### config.mk
export PLATFORM = sky130hd
export DESIGN_NAME = irq_cause_collector
export DESIGN_NICKNAME = d
export VERILOG_FILES = /design/src/rtl/irq_cause_pkg.sv /design/src/rtl/irq_cause_reg.sv /design/src/rtl/irq_signal_ctrl.sv /design/src/rtl/irq_cause_collector.sv
export SDC_FILE = /design/constraint.sdc
export NUM_CORES = 1
export LEC_CHECK = 0
export BUFFER_PORTS_ARGS = -buffer_cell sky130_fd_sc_hd__buf_2
export CORE_UTILIZATION = 40
export CTS_BUF_LIST = sky130_fd_sc_hd__clkbuf_8
export DETAILED_ROUTE_END_ITERATION = 7
export PLACE_DENSITY = 0.71
export SYNTH_ARGS = -nofsm -noshare
export SYNTH_HDL_FRONTEND = slang
export SYNTH_SLANG_ARGS = --single-unit
### constraint.sdc
create_clock -name clk_i -period 2.6 [get_ports clk_i]
set_clock_uncertainty 0.2 [all_clocks]
set_input_delay 0.13 -clock clk_i [delete_from_list [all_inputs] [get_ports clk_i]]
set_output_delay 0.13 -clock clk_i [all_outputs]
set_load 0.05 [all_outputs]
### src/rtl/irq_cause_pkg.sv
package irq_cause_pkg;
  localparam logic [31:0] RD_CAUSE_OFF = 32'h24;
  localparam logic [31:0] SET_OFF      = 32'h60;
  localparam logic [31:0] CLR_OFF      = 32'h64;
  localparam int unsigned FACT_BIT     = 0;
  localparam int unsigned DMA_BIT      = 8;
endpackage

### src/rtl/irq_cause_reg.sv
module irq_cause_reg
  import irq_cause_pkg::*;
#(
  parameter int unsigned CAUSE_W = 32
) (
  input  logic               clk_i,
  input  logic               rst_ni,
  input  logic               sw_set_i,
  input  logic               sw_clr_i,
  input  logic [CAUSE_W-1:0] data_i,
  input  logic               fact_done_i,
  input  logic               dma_done_i,
  output logic [CAUSE_W-1:0] cause_q_o,
  output logic               raise_evt_o,
  output logic               lower_evt_o,
  output logic               next_zero_o
);
  logic [CAUSE_W-1:0] hw_set, set_vec, clr_vec, cause_d, cause_q;

  always_comb begin
    hw_set           = '0;
    hw_set[FACT_BIT] = fact_done_i;
    hw_set[DMA_BIT]  = dma_done_i;
    set_vec = hw_set | (sw_set_i ? data_i : '0);
    clr_vec = sw_clr_i ? data_i : '0;
    // set wins over a same-cycle clear
    cause_d = (cause_q & ~clr_vec) | set_vec;
  end

  always_ff @(posedge clk_i or negedge rst_ni) begin
    if (!rst_ni) cause_q <= '0;
    else         cause_q <= cause_d;
  end

  assign cause_q_o   = cause_q;
  assign raise_evt_o = sw_set_i | fact_done_i | dma_done_i;
  assign lower_evt_o = sw_clr_i;
  assign next_zero_o = (cause_d == '0);


  sw_set_chk: assert property (@(posedge clk_i) disable iff (!rst_ni)
    sw_set_i |=> ((cause_q & $past(data_i)) == $past(data_i)));

  sw_clr_chk: assert property (@(posedge clk_i) disable iff (!rst_ni)
    (sw_clr_i && !fact_done_i && !dma_done_i) |=> ((cause_q & $past(data_i)) == '0));

  fact_bit_chk: assert property (@(posedge clk_i) disable iff (!rst_ni)
    fact_done_i |=> cause_q[FACT_BIT]);

  dma_bit_chk: assert property (@(posedge clk_i) disable iff (!rst_ni)
    dma_done_i |=> cause_q[DMA_BIT]);
endmodule

### src/rtl/irq_signal_ctrl.sv
module irq_signal_ctrl (
  input  logic clk_i,
  input  logic rst_ni,
  input  logic raise_evt_i,
  input  logic lower_evt_i,
  input  logic next_zero_i,
  input  logic msi_enable_i,
  input  logic msg_ack_i,
  output logic irq_line_o,
  output logic msg_req_o
);
  logic fire, line_q, req_q;

  assign fire = raise_evt_i & ~next_zero_i;

  always_ff @(posedge clk_i or negedge rst_ni) begin
    if (!rst_ni) begin
      line_q <= 1'b0;
      req_q  <= 1'b0;
    end else begin
      if (!msi_enable_i) begin
        if (fire)                          line_q <= 1'b1;
        else if (lower_evt_i && next_zero_i) line_q <= 1'b0;
      end
      // new raise outranks a same-cycle ack
      if (fire && msi_enable_i) req_q <= 1'b1;
      else if (msg_ack_i)       req_q <= 1'b0;
    end
  end

  assign irq_line_o = line_q;
  assign msg_req_o  = req_q;


  req_hold_chk: assert property (@(posedge clk_i) disable iff (!rst_ni)
    (req_q && !msg_ack_i) |=> req_q);

  req_src_chk: assert property (@(posedge clk_i) disable iff (!rst_ni)
    $rose(req_q) |-> $past(raise_evt_i && msi_enable_i));

  line_msi_chk: assert property (@(posedge clk_i) disable iff (!rst_ni)
    msi_enable_i |=> $stable(line_q));
endmodule

### src/rtl/irq_cause_collector.sv
module irq_cause_collector
  import irq_cause_pkg::*;
#(
  parameter int unsigned ADDR_W  = 8,
  parameter int unsigned CAUSE_W = 32
) (
  input  logic               clk_i,
  input  logic               rst_ni,
  input  logic               wr_en_i,
  input  logic [ADDR_W-1:0]  wr_addr_i,
  input  logic [CAUSE_W-1:0] wr_data_i,
  input  logic [ADDR_W-1:0]  rd_addr_i,
  output logic [CAUSE_W-1:0] rd_data_o,
  input  logic               fact_done_i,
  input  logic               dma_done_i,
  input  logic               msi_enable_i,
  output logic               irq_line_o,
  output logic               msg_req_o,
  input  logic               msg_ack_i
);
  localparam logic [ADDR_W-1:0] SET_A = SET_OFF[ADDR_W-1:0];
  localparam logic [ADDR_W-1:0] CLR_A = CLR_OFF[ADDR_W-1:0];
  localparam logic [ADDR_W-1:0] RD_A  = RD_CAUSE_OFF[ADDR_W-1:0];

  logic               sw_set, sw_clr, raise_evt, lower_evt, next_zero;
  logic [CAUSE_W-1:0] cause_q;

  assign sw_set = wr_en_i && (wr_addr_i == SET_A);
  assign sw_clr = wr_en_i && (wr_addr_i == CLR_A);

  irq_cause_reg #(.CAUSE_W(CAUSE_W)) u_reg (
    .clk_i       (clk_i),
    .rst_ni      (rst_ni),
    .sw_set_i    (sw_set),
    .sw_clr_i    (sw_clr),
    .data_i      (wr_data_i),
    .fact_done_i (fact_done_i),
    .dma_done_i  (dma_done_i),
    .cause_q_o   (cause_q),
    .raise_evt_o (raise_evt),
    .lower_evt_o (lower_evt),
    .next_zero_o (next_zero)
  );

  irq_signal_ctrl u_sig (
    .clk_i        (clk_i),
    .rst_ni       (rst_ni),
    .raise_evt_i  (raise_evt),
    .lower_evt_i  (lower_evt),
    .next_zero_i  (next_zero),
    .msi_enable_i (msi_enable_i),
    .msg_ack_i    (msg_ack_i),
    .irq_line_o   (irq_line_o),
    .msg_req_o    (msg_req_o)
  );

  assign rd_data_o = (rd_addr_i == RD_A) ? cause_q : '0;


  line_fall_chk: assert property (@(posedge clk_i) disable iff (!rst_ni)
    $fell(irq_line_o) |-> (cause_q == '0));

  line_rise_chk: assert property (@(posedge clk_i) disable iff (!rst_ni)
    $rose(irq_line_o) |-> (cause_q != '0));
endmodule

Word level (Yosys, flattened, before mapping)
Cells that the tools add are included.

word-level totals
  register bits = 34
  latch bits = 0
  memory bits (writable) = 0
  ROM bits = 0
  word-level logic and storage cells = 30
  memories = 0

cells by class
  $add $sub $neg = 0
  multiply operators = 0
  divide/modulo/power cells = 0
  $lt $le $gt $ge = 0
  equality and inequality tests = 3
  shift-type cells = 0
  multiplexer cells = 7
  bitwise gates (word level) = 9
  reductions and logical operators = 8

operators with widths
  operator                                       count
  2-to-1 mux 32 bit                              3
  bitwise AND 32 bit                             1
  logical NOT 32 bit                             1
  NOT 32 bit                                     1
  OR 32 bit                                      1
  OR 9 x 32 -> 32 bit                            1
  == test 8 x 7 -> 1 bit, second input constant  2
  == test 8 x 6 -> 1 bit, second input constant  1
  logical AND 1 bit                              4
  2-to-1 mux 1 bit                               4
  nonzero test 2 bit                             2
  NOT 1 bit                                      2
  OR 1 bit                                       2
  AND reduction 2 bit                            1
  bitwise AND 1 bit                              1

Logic depth before layout (Yosys ltp)
  depth in word-level cells = 11
  mapped depth = 8
  gate-level depth less buffers = 6

Hierarchy
A second synthesis with hierarchy kept.

unflattened totals
  cells, all modules = 234
  area, all modules = 2224.6 µm²

modules (own cells, without submodules)
  module               times used  cells each  area an instance (µm²)  seq. area each (µm²)
  irq_cause_reg        1           145         1596.5                  800.8
  irq_cause_collector  1           79          539.3                   0.0
  irq_signal_ctrl      1           10          88.8                    50.0

Least setup slack after synthesis
OpenSTA, ideal clock, no wires.

  path type = input to register
  from = input port wr_addr_i[3]
  to = register u_sig.req_q (netlist: u_sig.msg_req_o)
  library setup time = 0.130 ns
  data arrival time = 1.753 ns
  required time = 2.270 ns
  slack = 0.517 ns
  stages = 6
  buffers on the path = 0
  cells stage by stage = nor4b_4 a31oi_1 a311o_1 or4b_1 a32oi_1 o21ai_1

on the way
  cells in the longest elaborated chain, start to end = 11
  elaborated cells on any way between the ends = 18
  classes of those cells = eq/ne (2); mux (3); bitwise (8); reduce/logical (5)

ends and longest elaborated chain
  what                                                           line                       RTL
  start: declaration                                             irq_cause_collector.sv:10  input logic [ADDR_W-1:0] wr_addr_i,
  == test 8 x 7 -> 1 bit                                         irq_cause_collector.sv:29  assign sw_clr = wr_en_i && (wr_addr_i == CLR_A);
  logical AND 1 bit                                              irq_cause_collector.sv:29
  2-to-1 mux 32 bit                                              irq_cause_reg.sv:25        clr_vec = sw_clr_i ? data_i : '0;
  NOT 32 bit                                                     irq_cause_reg.sv:27        cause_d = (cause_q & ~clr_vec) | set_vec;
  bitwise AND 32 bit                                             irq_cause_reg.sv:27
  OR 32 bit (*)                                                  irq_cause_reg.sv:27
  named net u_reg.cause_d[8]                                     irq_cause_reg.sv:18        logic [CAUSE_W-1:0] hw_set, set_vec, clr_vec, cause_d, cause_q;
  logical NOT 32 bit (*)                                         irq_cause_reg.sv:38        assign next_zero_o = (cause_d == '0);
  NOT 1 bit (*)                                                  irq_signal_ctrl.sv:14      assign fire = raise_evt_i & ~next_zero_i;
  bitwise AND 1 bit (*)                                          irq_signal_ctrl.sv:14
  logical AND 1 bit (*)                                          irq_signal_ctrl.sv:26      if (fire && msi_enable_i) req_q <= 1'b1;
  2-to-1 mux 1 bit / nonzero test 2 bit (equally long branches)  -
  end signal: assignment                                         irq_signal_ctrl.sv:19      req_q <= 1'b0;
  end signal: assignment                                         irq_signal_ctrl.sv:26
  end signal: assignment                                         irq_signal_ctrl.sv:27      else if (msg_ack_i) req_q <= 1'b0;
  end: declaration                                               irq_signal_ctrl.sv:12      logic fire, line_q, req_q;

Mark *: on every way through the listed nets, which the timed path passes. The rest lies on a longest branch.
A chain may end at the register's enable or synchronous reset.

Final worst setup path
  from = input port dma_done_i
  to = register u_sig.req_q (netlist: u_sig.msg_req_o)

on the way
  cells in the longest elaborated chain, start to end = 7
  elaborated cells on any way between the ends = 9
  classes of those cells = mux (1); bitwise (5); reduce/logical (3)

ends and longest elaborated chain
  what                                                           line                       RTL
  start: declaration                                             irq_cause_collector.sv:15  input logic dma_done_i,
  OR 9 x 32 -> 32 bit (*)                                        irq_cause_reg.sv:24        set_vec = hw_set | (sw_set_i ? data_i : '0);
  OR 32 bit (*)                                                  irq_cause_reg.sv:27
  named net u_reg.cause_d[8]                                     irq_cause_reg.sv:18
  logical NOT 32 bit (*)                                         irq_cause_reg.sv:38
  NOT 1 bit (*)                                                  irq_signal_ctrl.sv:14
  bitwise AND 1 bit (*)                                          irq_signal_ctrl.sv:14
  logical AND 1 bit (*)                                          irq_signal_ctrl.sv:26
  2-to-1 mux 1 bit / nonzero test 2 bit (equally long branches)  -

Marks and branches as above.

==> results.toml <==
[setup_path]
worstPathMaxFanout = 2
end_kind = "flop"
cp-start-kind = "input pin"
slowest_delay_ns = 0.55
r2r_cells = 6
worst_path_max_delay_cell = "or4b_4"
critical_path_class = "in -> reg"
crit_chain = "dlygate4sd3_1 -> buf_2 -> a311o_1 -> or4b_4 -> a32oi_1 -> o21ai_1"
required_ns = 2.57
cp_data_arrival_time_ns = 1.94

[floorplan]
die_w_um = 76.0
dieArea_um2 = 5770
core_um2 = 5170
fp.dieH_um = 76.0
ios = 89
floorplan.initialDensity_pct = 42.3
rows = 26

[cells_and_area]
antenna_cells = 0
fill_cells = 456
fin_util_pct = 62.1
drive_gt1_share_pct = 27.6
final_nets = 464
syn_to_final_growth_pct = 46.9
multiInputGateArea_um2 = 1220
seqCellArea_um2 = 851

[synthesis]
ys_seq_area_share_pct = 38.9
synth_fp_nets = 334
synth_top_family_by_area = "simple AND/OR/NAND/NOR gates"
async_flop_share_pct = 100
synth_compound_area_share_pct = 19.0
syn-mean-instance-area_um2 = 7.84
yosys.area_share.adder_pct = 0
synth-simple-area-share_pct = 34.0
synthXorXnorAreaFrac_pct = 0
synth.mux.area_fraction_pct = 1.83
yosys_warnings = 0
syn_area_um2 = 2190
ys_ff_latch = 34
synth_edf_count = 0
ys.flop_type = "dfrtp_1"
ys_types = 30
synth_cells = 279

[route]
drt.antenna.violating_nets = 0
viasPerCell = 5.04
wl_um = 6030
dr_total_vias = 2413
drc = 0
initialDrtViolationCount = 106
first_pass_iters = 4
avgRoutedWirePerCell_um = 12.6

[sta]
hold_viol_final = 1
setup_viol = 0
setup_ws_ns = 0.626
slew_viol_final = 0
fin_crit_ns = 1.97
fin_crit_sh_pct = 75.9
rsz0062_at_grt = "false"
worst_slew_pin_slew_ns = 0.760
fin_setup_tns_ns = 0
fmax_mhz = 507
worst_hold_slack_ns = -0.0516
relSlewSlack_pct = 49.3

[worst_hold_path]
min-delay-path-class = "in -> reg"
holdPathStages = 4

[global_route]
grt_max_degree = 35
grt_usage_pct = 21.7
grt_first_pass_wirelength_um = 10100
grt_pass1_vias = 2238
overflow = 0
antenna_found_initial = 0

[pwr]
leakage_nw = 1.56
peakVddDrop_v = 0.000211
power_density_nw_per_um2 = 370
power.total_w = 0.00119

[cts]
htreeDepth = 2
cts_root_buf = "clkbuf_8"
clk_pin_slew_ns = 0.07
cts.sinks = 34
cts_buffers = 5
ctsLongestPathBuffers = 2
tritoncts = "done"
clk-insertion-delay-late_ns = 0.29

[flow_run]
maxCapViolations = 0

[place]
port_buffers = 88
globalplace.congestion = 0.762
dpl.hpwl_um = 4130
place_ws_ns = 0.270

[status]
violations = "negative hold slack"
outcome = "complete, but fails checks"
## layout by cell type, fill, tap and decap left out, types with 13 or more instances in the layout
cell,netlist,final
buf_2,4,88
nand2_1,51,51
dlygate4sd3_1,0,35
dfrtp_1,34,34
and2_1,32,32
o21ai_0,22,22
inv_1,21,21
nor2_1,15,14
buf_4,0,14
nor3_1,13,13
nand2b_1,13,13
## report_power, final
group          total (W)  internal (W)  switching, W
clock network   0.000366      0.000179      0.000186
registers       0.000578      0.000554     0.0000237
logic           0.000246      0.000126      0.000120
total            0.00119      0.000859      0.000330
## cells by family (layout without fill, tap and decap cells)
family,Yosys count,in the layout
AND/OR/NAND/NOR,143,143
AO/OA/AOI/OAI,63,63
buffers and inverters,35,165
flip-flops,34,34
multiplexers,4,4
## layout make-up
class,count,area share (%)
Multi-Input combinational cell,210,38.0
Timing Repair Buffer,137,27.9
Sequential cell,34,26.5
Tap cell,70,2.72
Inverter,21,2.45
Clock buffer,5,2.14
Clock inverter,2,0.311
## metrics by stage
| stage | std cells | cell area (µm²) |
|---|---|---|
| 4_1_cts | 475 | 3170 |
| 5_1_grt | 479 | 3210 |
| 6_report | 479 | 3210 |
| 2_1_floorplan | 279 | 2190 |
| 3_3_place_gp | 432 | 2730 |
| 3_5_place_dp | 432 | 2730 |
## routing by layer
| metal | wire length (µm) | share of wire [%] | up-vias | global-route usage [%] |
|---|---|---|---|---|
| met2 | 2960 | 49 | 65 | 38.9 |
| li1 | - | - | 1231 | - |
| met1 | 2730 | 45 | 1111 | 26.1 |
| met4 | 63 | 1.0 | 0 | 5.96 |
| met3 | 276 | 4.6 | 6 | 4.70 |
| met5 | 0 | 0 | - | 0 |
## flip-flops by register name, indices dropped and copies added, names as in the netlist
register and cells:
u_reg.cause_q_o 32, u_sig.irq_line_o 1, u_sig.msg_req_o 1
## final timing paths
check	from	end	slack, ns
setup / recovery	dma_done_i	u_sig.msg_req_o	0.63
hold / removal	msg_ack_i	u_sig.msg_req_o	-0.05
setup reg to reg	u_reg.cause_q_o[8]	u_sig.msg_req_o	0.68
hold reg to reg	u_reg.cause_q_o[1]	u_reg.cause_q_o[1]	0.32
max in group asynchronous	rst_ni	u_reg.cause_q_o[11]	1.46
min in group asynchronous	rst_ni	u_reg.cause_q_o[29]	0.25
## critical path: cells and delay by family
kind | cells | cell delay [ns]
buf+inv | 2 | 0.66
simple gates | 1 | 0.55
compound gates | 3 | 0.61
## cell usage after synthesis, types with 2 or more instances
master / number / area share, %
a22oi_1: 12 / 4.1
nand3_1: 7 / 1.6
or4b_1: 2 / 0.91
and2_1: 32 / 9.1
clkbuf_1: 10 / 1.7
o32ai_1: 12 / 4.8
nor3_1: 13 / 3.0
a31oi_1: 3 / 0.86
nand2_1: 51 / 8.7
o21ai_1: 4 / 0.91
nand4_1: 3 / 0.86
o21ai_0: 22 / 5.0
a21oi_1: 5 / 1.1
nor2_1: 15 / 2.6
mux2i_1: 4 / 1.8
dfrtp_1: 34 / 39
nand2b_1: 13 / 3.7
buf_2: 4 / 0.91
inv_1: 21 / 3.6
a311o_1: 2 / 0.91
## repair_timing
| action | CTS | global route |
|---|---|---|
| setup endpoints to repair | 0 | 1 |
| resized for setup | 0 | 3 |
| setup buffers | 0 | 5 |
| endpoints found under the hold margin | 67 | 0 |
| hold buffers | 36 | 0 |
No activity file was read; power rests on OpenSTA's default activity.
